File: config.mk
export PLATFORM = sky130hd
export DESIGN_NAME = last_line_buffer
export DESIGN_NICKNAME = d
export VERILOG_FILES = /design/src/rtl/llb_pkg.sv /design/src/rtl/llb_line_store.sv /design/src/rtl/llb_seq_ctrl.sv /design/src/rtl/last_line_buffer.sv
export SDC_FILE = /design/constraint.sdc
export NUM_CORES = 1
export LEC_CHECK = 0
export BUFFER_PORTS_ARGS = -buffer_cell sky130_fd_sc_hd__buf_4
export CAP_MARGIN = 0
export CORE_AREA = 10 10 190 192
export DETAILED_ROUTE_END_ITERATION = 10
export DIE_AREA = 0 0 200 202
export GPL_TIMING_DRIVEN = 0
export PLACE_DENSITY = 0.61
export SLEW_MARGIN = 20
export SYNTH_ARGS = -nofsm -noshare
export SYNTH_HDL_FRONTEND = slang
export SYNTH_SLANG_ARGS = --single-unit
File: constraint.sdc
create_clock -name clk -period 14.1 [get_ports clk]
set_clock_uncertainty 0.1 [all_clocks]
set_input_delay 2.82 -clock clk [delete_from_list [all_inputs] [get_ports clk]]
set_output_delay 2.82 -clock clk [all_outputs]
set_load 0.1 [all_outputs]
File: src/rtl/llb_pkg.sv
package llb_pkg;

    typedef enum logic [2:0] {
        ST_IDLE,
        ST_LOOKUP,
        ST_REFILL,
        ST_DECIDE,
        ST_RESPOND
    } llb_state_e;

endpackage

File: src/rtl/llb_line_store.sv
module llb_line_store #(
    parameter int TAG_W      = 14,
    parameter int WORD_W     = 32,
    parameter int LINE_WORDS = 4,
    parameter int OFF_W      = $clog2(LINE_WORDS),
    parameter int LINE_W     = WORD_W * LINE_WORDS
) (
    input  logic              clk,
    input  logic              rst_n,
    input  logic              flush,
    input  logic              load_en,
    input  logic [TAG_W-1:0]  load_tag,
    input  logic [LINE_W-1:0] load_line,
    input  logic [TAG_W-1:0]  probe_tag,
    input  logic [OFF_W-1:0]  rd_off,
    output logic              valid_o,
    output logic              match_o,
    output logic [WORD_W-1:0] word_o,
    output logic [LINE_W-1:0] line_o
);

    logic             valid_q;
    logic [TAG_W-1:0] tag_q;

    // flush wins over a load in the same cycle
    always_ff @(posedge clk) begin
        if (!rst_n) begin
            valid_q <= 1'b0;
        end else if (flush) begin
            valid_q <= 1'b0;
        end else if (load_en) begin
            valid_q <= 1'b1;
        end
    end

    always_ff @(posedge clk) begin
        if (load_en) begin
            tag_q <= load_tag;
        end
    end

    for (genvar w = 0; w < LINE_WORDS; w++) begin : g_word
        logic [WORD_W-1:0] word_q;
        always_ff @(posedge clk) begin
            if (load_en) begin
                word_q <= load_line[w*WORD_W +: WORD_W];
            end
        end
        assign line_o[w*WORD_W +: WORD_W] = word_q;
    end

    assign valid_o = valid_q;
    assign match_o = valid_q && (tag_q == probe_tag);
    assign word_o  = line_o[rd_off*WORD_W +: WORD_W];

endmodule

File: src/rtl/llb_seq_ctrl.sv
module llb_seq_ctrl
    import llb_pkg::*;
#(
    parameter int ADDR_W = 16,
    parameter int OFF_W  = 2,
    parameter int TAG_W  = ADDR_W - OFF_W
) (
    input  logic              clk,
    input  logic              rst_n,
    input  logic              fetch_valid,
    input  logic [ADDR_W-1:0] fetch_addr,
    input  logic              buf_match,
    input  logic              lkp_done,
    input  logic              lkp_hit,
    input  logic              fill_done,
    input  logic              dec_done,
    input  logic              dec_keep,
    output logic              fetch_ready,
    output logic [TAG_W-1:0]  cur_tag,
    output logic [OFF_W-1:0]  cur_off,
    output logic              lkp_valid,
    output logic              fill_req,
    output logic              dec_req,
    output logic              dec_was_hit,
    output logic              cwr_en,
    output logic              resp_valid,
    output logic              resp_from_buf,
    output logic              load_en,
    output logic              load_from_fill
);

    llb_state_e        state_q, state_d;
    logic [ADDR_W-1:0] addr_q;
    logic              hit_q;
    logic              keep_q;
    logic              from_buf_q;
    logic              accept;

    assign accept = (state_q == ST_IDLE) && fetch_valid;

    always_ff @(posedge clk) begin
        if (!rst_n) begin
            state_q <= ST_IDLE;
        end else begin
            state_q <= state_d;
        end
    end

    always_comb begin
        state_d = state_q;
        unique case (state_q)
            ST_IDLE:    if (fetch_valid) state_d = buf_match ? ST_RESPOND : ST_LOOKUP;
            ST_LOOKUP:  if (lkp_done)    state_d = lkp_hit ? ST_DECIDE : ST_REFILL;
            ST_REFILL:  if (fill_done)   state_d = ST_DECIDE;
            ST_DECIDE:  if (dec_done)    state_d = ST_RESPOND;
            ST_RESPOND:                  state_d = ST_IDLE;
            default:                     state_d = ST_IDLE;
        endcase
    end

    always_ff @(posedge clk) begin
        if (!rst_n) begin
            addr_q     <= '0;
            hit_q      <= 1'b0;
            keep_q     <= 1'b0;
            from_buf_q <= 1'b0;
        end else begin
            if (accept) begin
                addr_q     <= fetch_addr;
                from_buf_q <= buf_match;
                hit_q      <= 1'b0;
                keep_q     <= 1'b0;
            end
            if (state_q == ST_LOOKUP && lkp_done) begin
                hit_q <= lkp_hit;
            end
            if (state_q == ST_DECIDE && dec_done) begin
                keep_q <= dec_keep && !hit_q;
            end
        end
    end

    always_comb begin
        fetch_ready    = (state_q == ST_IDLE);
        lkp_valid      = (state_q == ST_LOOKUP);
        fill_req       = (state_q == ST_REFILL);
        dec_req        = (state_q == ST_DECIDE);
        resp_valid     = (state_q == ST_RESPOND);
        cwr_en         = (state_q == ST_RESPOND) && keep_q;
        load_en        = ((state_q == ST_LOOKUP) && lkp_done && lkp_hit)
                       || ((state_q == ST_REFILL) && fill_done);
        load_from_fill = (state_q == ST_REFILL);
        dec_was_hit    = hit_q;
        resp_from_buf  = from_buf_q;
        cur_tag        = addr_q[ADDR_W-1:OFF_W];
        cur_off        = addr_q[OFF_W-1:0];
    end

endmodule

File: src/rtl/last_line_buffer.sv
module last_line_buffer #(
    parameter int ADDR_W     = 16,
    parameter int WORD_W     = 32,
    parameter int LINE_WORDS = 4,
    localparam int OFF_W     = $clog2(LINE_WORDS),
    localparam int TAG_W     = ADDR_W - OFF_W,
    localparam int LINE_W    = WORD_W * LINE_WORDS
) (
    input  logic              clk,
    input  logic              rst_n,
    input  logic              flush,
    input  logic              fetch_valid,
    input  logic [ADDR_W-1:0] fetch_addr,
    output logic              fetch_ready,
    output logic              resp_valid,
    output logic [WORD_W-1:0] resp_word,
    output logic              resp_from_buf,
    output logic              lkp_valid,
    output logic [TAG_W-1:0]  lkp_tag,
    input  logic              lkp_done,
    input  logic              lkp_hit,
    input  logic [LINE_W-1:0] lkp_line,
    output logic              fill_req,
    output logic [TAG_W-1:0]  fill_tag,
    input  logic              fill_done,
    input  logic [LINE_W-1:0] fill_line,
    output logic              dec_req,
    output logic [TAG_W-1:0]  dec_tag,
    output logic              dec_was_hit,
    input  logic              dec_done,
    input  logic              dec_keep,
    output logic              cwr_en,
    output logic [TAG_W-1:0]  cwr_tag,
    output logic [LINE_W-1:0] cwr_line
);

    logic [TAG_W-1:0]  cur_tag;
    logic [OFF_W-1:0]  cur_off;
    logic              buf_valid;
    logic              buf_match;
    logic              load_en;
    logic              load_from_fill;
    logic [LINE_W-1:0] load_line;

    assign load_line = load_from_fill ? fill_line : lkp_line;

    llb_line_store #(
        .TAG_W      (TAG_W),
        .WORD_W     (WORD_W),
        .LINE_WORDS (LINE_WORDS),
        .OFF_W      (OFF_W),
        .LINE_W     (LINE_W)
    ) store_i (
        .clk       (clk),
        .rst_n     (rst_n),
        .flush     (flush),
        .load_en   (load_en),
        .load_tag  (cur_tag),
        .load_line (load_line),
        .probe_tag (fetch_addr[ADDR_W-1:OFF_W]),
        .rd_off    (cur_off),
        .valid_o   (buf_valid),
        .match_o   (buf_match),
        .word_o    (resp_word),
        .line_o    (cwr_line)
    );

    llb_seq_ctrl #(
        .ADDR_W (ADDR_W),
        .OFF_W  (OFF_W),
        .TAG_W  (TAG_W)
    ) ctrl_i (
        .clk            (clk),
        .rst_n          (rst_n),
        .fetch_valid    (fetch_valid),
        .fetch_addr     (fetch_addr),
        .buf_match      (buf_match),
        .lkp_done       (lkp_done),
        .lkp_hit        (lkp_hit),
        .fill_done      (fill_done),
        .dec_done       (dec_done),
        .dec_keep       (dec_keep),
        .fetch_ready    (fetch_ready),
        .cur_tag        (cur_tag),
        .cur_off        (cur_off),
        .lkp_valid      (lkp_valid),
        .fill_req       (fill_req),
        .dec_req        (dec_req),
        .dec_was_hit    (dec_was_hit),
        .cwr_en         (cwr_en),
        .resp_valid     (resp_valid),
        .resp_from_buf  (resp_from_buf),
        .load_en        (load_en),
        .load_from_fill (load_from_fill)
    );

    assign lkp_tag  = cur_tag;
    assign fill_tag = cur_tag;
    assign dec_tag  = cur_tag;
    assign cwr_tag  = cur_tag;

endmodule

# After elaboration in Yosys (flattened, before gate mapping)
# Index checks and enable logic that the tools add are counted.
[totals] wordCells=48 output_inout_bits=224 inputBits=281 ff_bits=165
[op_classes] n_bitwise=1 n_reduce_logical=15 n_eq_ne=9 muxes=11 n_shift=1
[ops] operator="two-way mux 128 bit" n=1
[ops] operator="variable part select 128 x 8 -> 32 bit" n=1
[ops] operator="two-way mux 3 bit" n=5
[ops] operator="== test 14 bit" n=1
[ops] operator="one-hot mux 3 bit (4 select lines)" n=1
[ops] operator="logical AND 1 bit" n=8
[ops] operator="== test 3 x 2 -> 1 bit, second input constant" n=2
[ops] operator="two-way mux 1 bit" n=4
[ops] operator="inequality test 2 x 1 -> 1 bit, second input constant" n=2
[ops] operator="inequality test 2 bit, second input constant" n=2
[ops] operator="AND reduction 4 bit" n=1
[ops] operator="nonzero test 2 bit" n=2
[ops] operator="== test 3 x 1 -> 1 bit, second input constant" n=1
[ops] operator="== test 3 bit, second input constant" n=1
[ops] operator="logical NOT 3 bit" n=1
[ops] operator="OR reduction 2 bit" n=1
[ops] operator="logical NOT 1 bit" n=1
[ops] operator="logical OR 1 bit" n=1
[ops] operator="NOT 1 bit" n=1

# Logic depth before layout (Yosys ltp)
[logic_depth] ltp_word=5 ltp_mapped=6 mapped_depth_nobuf=4

# Modules after synthesis
# Synthesis repeated with hierarchy kept, for this count alone.
[unflattened] cells_unflattened=504 hier_area_um2=8226.6
[modules_own_cells] module="llb_line_store" instances=1 seq_area_each_um2=4284.1 cells_each=203 area_per_inst_um2=5262.5
[modules_own_cells] module="last_line_buffer" instances=1 seq_area_each_um2=0.0 cells_each=184 area_per_inst_um2=1934.4
[modules_own_cells] module="llb_seq_ctrl" instances=1 seq_area_each_um2=440.4 cells_each=117 area_per_inst_um2=1029.7

# Worst setup path after synthesis
# Ideal clock, no wire load.
[synth_timing] kind="input to register" startpoint="in fill_done" endpoint="reg ctrl_i.state_q[0]" required_time_ps=13902 stages=4 path_buffers=0 setup_slack_ps=3271 arrival_ps=10631 setup_ps=98 path_cell_list="nand3b_1 > a21oi_1 > o21ai_0 > o21ai_0"
[synth_between] elab_chain_cells=2
[synth_rtl] element="start, declared" line_no="last_line_buffer.sv:25" text="input logic fill_done,"
[synth_rtl] element="inequality test 2 bit (no line)"
[synth_rtl] element="AND reduction 4 bit (no line)"
[synth_rtl] element="end signal, assigned" line_no="llb_seq_ctrl.sv:45" text="state_q <= state_d;"
[synth_rtl] element="end, declared" line_no="llb_seq_ctrl.sv:32" text="llb_state_e state_q, state_d;"
# Every way passes these cells.
# A chain may end at the register's enable or synchronous reset.

# Worst setup path after layout
[layout_timing] startpoint="reg ctrl_i.state_q[0]" endpoint="out fill_req"
[layout_between] elab_chain_cells=1
[layout_rtl] element="== test 3 x 2 -> 1 bit" line_no="llb_seq_ctrl.sv:86" text="fill_req = (state_q == ST_REFILL);"
[layout_rtl] element="end, declared" line_no="last_line_buffer.sv:23" text="output logic fill_req,"
# Every way passes these cells.

==> qor.yml <==
sta:
  rsz0062_at_grt: "no"
  hold_slack_ns: 0.356
  slew_violations: 0
  relSlewSlack_pct: 46.5
  fin_ws_ns: 8.68
  period_share_pct: 38.5
  setup_viol: 0
  worst_pin_slew_ns: 0.802
  fmax_ghz: 0.184
  period_minus_slack_ns: 5.42
  hold_viol: 0
logic_synthesis:
  ys_ff_latch: 165
  syn-num-nets: 794
  synth_area_leaders: "edfxtp_1 53%, mux2_2 18%, mux4_2 8.9%"
  synth_largest_area_cell: "edfxtp_1"
  yosysMostFrequentCell: "edfxtp_1"
  ys_types: 31
  ys_warn_count: 0
  yosysTopAreaCellShare_pct: 52.8
  ys.flop_type: "edfxtp_1"
  syn_area_um2: 8080
  syn_avg_cell_area_um2: 15.7
  synthCells: 513
  synth_common_cells: "142 x edfxtp_1, 128 x mux2_2, 57 x buf_4, 36 x nand2_1, 32 x mux4_2"
  synth_enable_flop_cells: 142
  ys_seq_area_share_pct: 58.5
  synthArstFlopShare_pct: 0
cts:
  cts-htree-levels: 4
  clk_latency_ns: 0.44
  clk_path_buf_depth: 2
  post_cts_resized: 0
  cts_hold_buf: 0
  post_cts_buffers: 0
  cts_tree: "done"
  clockRootBuffer: "clkbuf_16"
  clk_pin_slew_ns: 0.07
  cts_made_buffers: 17
  cts.sink_count: 165
global_routing:
  grt_max_degree: 24
  antenna_found_initial: 0
  grt_first_pass_wirelength_mm: 49.1
  first_global_vias: 7209
  track_usage_pct: 16.8
  grt-ovfl-total: 0
detailed_routing:
  ant_nets: 0
  drt_wl_total_mm: 35.1
  wl_per_cell_um: 23.4
  vias: 6469
  viasPerCell: 4.32
  first_pass_iters: 5
  drc: 0
  drt_iter0_markers: 261
flow_run:
  max-cap-violations: 0
worst_hold_path:
  hold_depth: 2
  hold_end: "ctrl_i.resp_from_buf"
  holdCritStartpoint: "ctrl_i.resp_from_buf"
  hp-class: "reg -> reg"
outcome:
  status: "finished, final reports clean"
power_and_ir_drop:
  ir_worst_vdd_mv: 0.0781
  powerDensity_nw_per_um2: 136
  cellLeakagePower_nw: 5.51
layout:
  final_core_util_pct: 40.9
  n_fill_cell: 3076
  diodes: 0
  syn_to_final_growth_pct: 63.6
  final_cell_area_um2: 13200
  layout.nets: 1324
  drive_above_1_share_pct: 73.8
place:
  place.gp.congestion: 0.804
  dpl_cell_area_um2: 12600
  pre_cts_ws_ns: 8.93
  numPortBuffers: 504
  hpwl_mm: 29.0
critical_path:
  criticalPathCategory: "reg -> out"
  crit_slowest_cell: "buf_2"
  regToRegStartpoint: "ctrl_i.state_q[0]"
  reg2reg_slack_ns: 11.45
  r2r_cells: 5
  cp_cell_sequence: "buf_4 > nor3b_1 > buf_2 > buf_2 > buf_4"
  critPathArrivalTime_ns: 2.50
  start_kind: "flip-flop"
  worstSetupEndpointType: "primary output"
  reg2reg_to: "store_i.g_word[2].word_q[3]"
  crit_required_ns: 11.18
  slowest_delay_ns: 0.44
  crit_fanout: 10
die:
  ios: 505
  chipWidth_um: 200
  design.core.area_um2: 32300
  row_count: 66
  start_util_pct: 25.0
  die_area_um2: 40400
  die_y_um: 202
## where the power goes
part	internal [mW]	leakage [nW]	switching [mW]
clock network	0.266	0.290	0.215
logic	0.208	3.74	0.513
registers	0.576	1.49	0.0224
total	1.05	5.51	0.751
## through the flow
stage          setup TNS [ns]  cells  total power, mW
2_1_floorplan               0    513             1.13
3_3_place_gp           -16.64   1459             1.33
6_report                    0   1498             1.80
4_1_cts                     0   1498             1.82
5_1_grt                     0   1498             1.86
3_5_place_dp                0   1466             1.34
## final cells by class
cell class,count,area (um2),area share (%)
Buffer,85,559,4.23
Sequential cell,165,4720,35.7
Clock buffer,17,425,3.22
Clock inverter,15,171,1.30
Timing Repair Buffer,511,3980,30.1
Multi-Input combinational cell,263,2810,21.2
Tap cell,442,553,4.18
## worst max-delay path: cells and delay by family (launching register included)
| kind | cells | cell delay, ns |
|---|---|---|
| buf+inv | 4 | 1.32 |
| simple gates | 1 | 0.43 |
| flops | 1 | 0.30 |
## layout by cell type (no fill, tap or decap), drive strengths merged
master and count:
buf 584, edfxtp 142, mux2 128, nand2 36, mux4 32, clkbuf 29
dfxtp 23, a21boi 19, xnor2 14, inv 6, nand4 5, clkinv 5
nor3b 4, nor2b 3, nand3 3, nor2 2, and2 2, o21ai 2
bufinv 2, clkinvlp 2, a21oi 2, nand4b 1, nand3b 1, nand2b 1
nor3 1, nor4b 1, a22oi 1, nor4 1, a211oi 1, a32oi 1
or4 1, or3b 1
## routing by layer
layer / vias up / share of wire [%] / wire (um) / track usage, %
li1: 2968 / - / - / -
met1: 3195 / 37 / 13000 / 18.2
met2: 288 / 52 / 18300 / 29.9
met3: 18 / 9.6 / 3380 / 6.60
met4: 0 / 1.2 / 409 / 4.27
met5: - / 0 / 0 / 0
## kinds of logic (layout without fill, tap and decap cells)
kind of cell / after synthesis / after routing / synth area share (%)
AO/OA/AOI/OAI: 26 / 26 / 2.31
flip-flops: 165 / 165 / 58.5
buffers and inverters: 85 / 628 / 6.92
AND/OR/NAND/NOR: 63 / 63 / 4.01
multiplexers: 160 / 160 / 26.8
XOR/XNOR: 14 / 14 / 1.52
## worst max path at each step
stage | from | end | slack, ns
final | ctrl_i.state_q[0] | fill_req | 8.68
after detailed placement | ctrl_i.state_q[0] | fill_req | 8.93
after CTS | ctrl_i.state_q[0] | fill_req | 8.44
after floorplan | fill_done | ctrl_i.state_q[0] | 3.27
after global routing | ctrl_i.state_q[0] | fill_req | 8.41
after global placement | fill_done | ctrl_i.state_q[0] | -0.73
## flip-flops by register name (all words and copies together), names as in the netlist
| signal | count |
|---|---|
| ctrl_i.addr_q | 16 |
| ctrl_i.dec_was_hit | 1 |
| ctrl_i.keep_q | 1 |
| ctrl_i.resp_from_buf | 1 |
| ctrl_i.state_q | 3 |
| store_i.g_word.word_q | 128 |
| store_i.tag_q | 14 |
| store_i.valid_o | 1 |
Note: power is estimated with default switching activity, not from simulation.
